--- config.mk ---
export PLATFORM = sky130hd
export DESIGN_NAME = lane_pattern_tx
export DESIGN_NICKNAME = d
export VERILOG_FILES = /design/src/rtl/tpg_pkg.sv /design/src/rtl/tpg_pattern_gen.sv /design/src/rtl/tpg_lane.sv /design/src/rtl/lane_pattern_tx.sv
export SDC_FILE = /design/constraint.sdc
export NUM_CORES = 1
export LEC_CHECK = 0
export BUFFER_PORTS_ARGS = -buffer_cell sky130_fd_sc_hd__buf_4
export CORE_AREA = 2 2 128 130
export DETAILED_ROUTE_END_ITERATION = 8
export DIE_AREA = 0 0 130 132
export GPL_TIMING_DRIVEN = 0
export MAX_ROUTING_LAYER = met4
export PLACE_DENSITY = 0.8
export SYNTH_ARGS = -nofsm -noshare
export SYNTH_HDL_FRONTEND = slang
export SYNTH_SLANG_ARGS = --single-unit
--- constraint.sdc ---
create_clock -name clk -period 11.14 [get_ports clk]
set_input_delay 0.557 -clock clk [delete_from_list [all_inputs] [get_ports clk]]
set_output_delay 0.557 -clock clk [all_outputs]
set_load 0.02 [all_outputs]
--- src/rtl/tpg_pkg.sv ---
package tpg_pkg;

  typedef enum logic [1:0] {
    SEL_HIFREQ = 2'b00,
    SEL_LOFREQ = 2'b01,
    SEL_MIXED  = 2'b10,
    SEL_RSVD   = 2'b11
  } pat_sel_e;

  localparam int unsigned   MIX_LEN   = 20;
  localparam logic [19:0]   MIX_SEQ   = 20'h2835F;
  localparam int unsigned   SQ_PERIOD = 10;

  // Line bit at serial position idx (word bit 0 goes out first).
  function automatic logic pat_bit(pat_sel_e sel, int unsigned idx);
    case (sel)
      SEL_LOFREQ: pat_bit = ((idx % SQ_PERIOD) < (SQ_PERIOD / 2));
      SEL_MIXED:  pat_bit = MIX_SEQ[idx % MIX_LEN];
      default:    pat_bit = ((idx % 2) == 1);
    endcase
  endfunction

endpackage

--- src/rtl/tpg_pattern_gen.sv ---
module tpg_pattern_gen
  import tpg_pkg::*;
#(
  parameter int unsigned WORD_W = 20
) (
  input  pat_sel_e            sel,
  output logic [WORD_W-1:0]   word
);

  function automatic logic [WORD_W-1:0] build(pat_sel_e s);
    logic [WORD_W-1:0] w;
    for (int unsigned i = 0; i < WORD_W; i++) w[i] = pat_bit(s, i);
    return w;
  endfunction

  localparam logic [WORD_W-1:0] HI_WORD  = build(SEL_HIFREQ);
  localparam logic [WORD_W-1:0] LO_WORD  = build(SEL_LOFREQ);
  localparam logic [WORD_W-1:0] MIX_WORD = build(SEL_MIXED);

  always_comb begin
    case (sel)
      SEL_LOFREQ: word = LO_WORD;
      SEL_MIXED:  word = MIX_WORD;
      default:    word = HI_WORD;
    endcase
  end

endmodule

--- src/rtl/tpg_lane.sv ---
module tpg_lane #(
  parameter int unsigned WORD_W = 20
) (
  input  logic              clk,
  input  logic              rst_n,
  input  logic              test_en,
  input  logic [WORD_W-1:0] pat_word,
  input  logic              tx_inv,
  input  logic              rx_inv,
  input  logic [WORD_W-1:0] tx_in,
  input  logic [WORD_W-1:0] rx_in,
  output logic [WORD_W-1:0] tx_out,
  output logic [WORD_W-1:0] rx_out
);

  logic [WORD_W-1:0] tx_sel;
  logic [WORD_W-1:0] tx_nxt;
  logic [WORD_W-1:0] rx_nxt;
  logic [WORD_W-1:0] tx_q;
  logic [WORD_W-1:0] rx_q;
  logic              word_en;

  assign word_en = 1'b1;

  always_comb begin
    tx_sel = test_en ? pat_word : tx_in;
    tx_nxt = tx_sel ^ {WORD_W{tx_inv}};
    rx_nxt = rx_in  ^ {WORD_W{rx_inv}};
  end

  always_ff @(posedge clk or negedge rst_n) begin
    if (!rst_n) begin
      tx_q <= '0;
      rx_q <= '0;
    end else if (word_en) begin
      tx_q <= tx_nxt;
      rx_q <= rx_nxt;
    end
  end

  assign tx_out = tx_q;
  assign rx_out = rx_q;

endmodule

--- src/rtl/lane_pattern_tx.sv ---
module lane_pattern_tx
  import tpg_pkg::*;
#(
  parameter int unsigned NUM_LANES = 4,
  parameter int unsigned WORD_W    = 20
) (
  input  logic                        clk,
  input  logic                        rst_n,
  input  logic                        test_en,
  input  logic [1:0]                  test_sel,
  input  logic [NUM_LANES-1:0]        tx_inv,
  input  logic [NUM_LANES-1:0]        rx_inv,
  input  logic [NUM_LANES*WORD_W-1:0] tx_data_in,
  input  logic [NUM_LANES*WORD_W-1:0] rx_data_in,
  output logic [NUM_LANES*WORD_W-1:0] tx_data_out,
  output logic [NUM_LANES*WORD_W-1:0] rx_data_out
);

  localparam int unsigned SYNC_STAGES = 2;

  logic [SYNC_STAGES-1:0] rst_pipe;
  logic                   rst_sync_n;
  logic [WORD_W-1:0]      pat_word;

  always_ff @(posedge clk or negedge rst_n) begin
    if (!rst_n) rst_pipe <= '0;
    else        rst_pipe <= {rst_pipe[SYNC_STAGES-2:0], 1'b1};
  end
  assign rst_sync_n = rst_pipe[SYNC_STAGES-1];

  tpg_pattern_gen #(.WORD_W(WORD_W)) u_pat (
    .sel  (pat_sel_e'(test_sel)),
    .word (pat_word)
  );

  for (genvar l = 0; l < NUM_LANES; l++) begin : g_lane
    tpg_lane #(.WORD_W(WORD_W)) u_lane (
      .clk      (clk),
      .rst_n    (rst_sync_n),
      .test_en  (test_en),
      .pat_word (pat_word),
      .tx_inv   (tx_inv[l]),
      .rx_inv   (rx_inv[l]),
      .tx_in    (tx_data_in[l*WORD_W +: WORD_W]),
      .rx_in    (rx_data_in[l*WORD_W +: WORD_W]),
      .tx_out   (tx_data_out[l*WORD_W +: WORD_W]),
      .rx_out   (rx_data_out[l*WORD_W +: WORD_W])
    );
  end

endmodule

==> results.ini <==
[status]
outcome=finished clean

[synth]
synth.ff_latch_count=162
syn-num-nets=623
seq_area_frac_synth=0.638
yosys_warnings=0
syn_area_um2=6350
syn_avg_cell_area_um2=14.2
synth_cells=446
synth_cell_types=18

[finish]
final_area_um2=9730
stdcell_count=1021
antenna_cells_inserted=0
num-nets-final=969
final_core_util=0.619
area_delta_synth_final_pct=53.1
fill_cells=1249
drive_gt1_frac=0.549

[power]
vdd_drop_max_mv=0.0979
p_leak_nw=4.63
power_mw=1.64
p_per_area_nw_per_um2=168

[timing]
clock_skew_ps=7.30
whs_ps=313
fin_crit_sh=0.136
report.final.hold_viol_count=0
slew_headroom=0.534
slew_violations=0
setup_viol=0
tns_ps=0
rsz0062_at_grt=false
setup_slack_ps=9620
fin_crit_ps=1520
fmax_mhz=660
worst_pin_slew_ps=699

[global_route]
grt.total_usage=0.205
grtUsageMet1=0.217
grt_pass1_vias=4765
grt_max_degree=61
antenna_found_initial=0
grt-ovfl-total=0
met3_usage=0.0666
busiest_layer=met2
grt_first_pass_wirelength_um=25500
use_met2=0.357

[floorplanning]
num_rows=46
core_area_um2=15700
die_h_um=132
dieArea_um2=17200
initial_core_util=0.404
ioPinCount=333
die_w_um=130

[place]
dp_cells=988
place_congestion=0.781
place_hpwl_um=13100
io_buffers=324
placed_area_um2=9110
dp_slack_ps=9270

[clock_tree]
htree_levels=4
cts_post_setup_buffers_inserted=0
path_clk_slew_ps=70
cts_buffers=17
cts_tree=built
cts_root_buffer=clkbuf_16
cts_num_sinks=162
clock_latency_ps=410
clk_path_buf_depth=2

[drt]
drtPass1Iterations=4
routedWlPerCell_um=16.5
wl_um=16900
num_vias=4454
antenna_left=0
vias_per_cell=4.36
drc=0
drt_iter0_markers=125

[setup_path]
end_kind=output port
crit_path_top_delay_cell=dfrtp_1
worst-path-buf-inv=1
cpPeakStageDelay_ps=390
crit_family=flip-flops
setup.worst_path.start_class=register
rr_startpoint=rst_pipe[1]
path_cells=buf_4
cp.required_ps=10580
worstPathArrival_ps=960
ff2ff_setup_slack_ps=10040
worstSetupPathType=reg2out
r2r_end=g_lane[1].u_lane.rx_out[9]
rr_worst_depth=1
crit_fanout=1

[worst_hold_path]
hp-class=in2reg
hold_depth=2
hold-path-endpoint=g_lane[3].u_lane.rx_out[1]
hold_start=rx_data_in[61]

[run]
maxCapViolCount=0

## flip-flops by register name, indices dropped and copies added (netlist names)
signal and cells:
rst_pipe 2, g_lane.u_lane.rx_out 80, g_lane.u_lane.tx_out 80
## where the power goes
part / internal, mW / leakage, nW / total (mW) / switching (mW)
clock: 0.347 / 0.290 / 0.593 / 0.246
sequential: 0.655 / 1.89 / 0.677 / 0.0223
combinational: 0.173 / 2.46 / 0.369 / 0.196
## cells by family after synthesis
kind of cell,synth area share
other,0.000590
and+or+nand+nor,0.0161
DFF,0.638
AOI/OAI and AO/OA,0.0805
xor gates and xnor gates,0.221
adders and majority gates,0.00788
buffers and inverters,0.0362
## timing repair
item / CTS / global route
gates resized for setup: 0 / 0
hold endpoints to repair: 2 / 0
hold buffers: 1 / 0
## worst max path at each step
stage,end,slack (ps),from,depth (start not counted)
after global routing,rx_data_out[32],9590,g_lane[1].u_lane.rx_out[12],1
after global placement,g_lane[1].u_lane.tx_out[18],4550,rst_pipe[1],0
final,rx_data_out[69],9620,g_lane[3].u_lane.rx_out[9],1
after CTS,rx_data_out[6],9600,g_lane[0].u_lane.rx_out[6],1
after detailed placement,g_lane[3].u_lane.tx_out[0],9270,test_sel[0],7
after floorplan,g_lane[0].u_lane.rx_out[0],6290,rst_pipe[1],0
## metal layers
layer,up-vias,share of wire
met5,-,0
met4,0,0.023
met3,25,0.091
met2,225,0.53
met1,2124,0.36
li1,2080,-
## cells in the final DEF (no fill, tap or decap)
cell,count
buf_6,9
clkinvlp_4,3
clkinv_2,2
and2_4,1
dlygate4sd3_1,1
inv_6,2
buf_16,2
inv_1,2
clkinv_4,2
dfrtp_4,1
conb_1,1
nor2_1,8
a21oi_2,51
a21oi_1,13
nand2_1,8
nor2b_1,1
and2_1,2
xnor2_1,80
inv_8,2
xor2_1,80
and2b_1,2
buf_2,17
dfrtp_1,161
clkbuf_16,17
inv_4,1
buf_4,328
clkbuf_8,2
ha_1,4
bufinv_16,2
## Yosys cell counts
cell type | count | area (µm²)
conb_1 | 1 | 3.75
buf_6 | 9 | 101
nor2_1 | 8 | 30.0
and2_4 | 1 | 8.76
xnor2_1 | 80 | 701
and2_1 | 2 | 12.5
and2b_1 | 2 | 15.0
inv_4 | 1 | 6.26
dfrtp_1 | 162 | 4050
buf_4 | 4 | 30.0
nand2_1 | 8 | 30.0
buf_2 | 17 | 85.1
a21oi_1 | 13 | 65.1
inv_1 | 2 | 7.51
nor2b_1 | 1 | 6.26
ha_1 | 4 | 50.1
a21oi_2 | 51 | 447
xor2_1 | 80 | 701
## layout make-up
class	instances	area, µm²	area share
Clock inverter	13	150	0.0154
Timing Repair Buffer	327	2500	0.257
Inverter	3	13.8	0.00141
Buffer	30	216	0.0223
Sequential cell	162	4060	0.417
Tap cell	216	270	0.0278
Clock buffer	19	453	0.0466
Multi-Input combinational cell	251	2070	0.213
(Power assumes the default switching activity.)
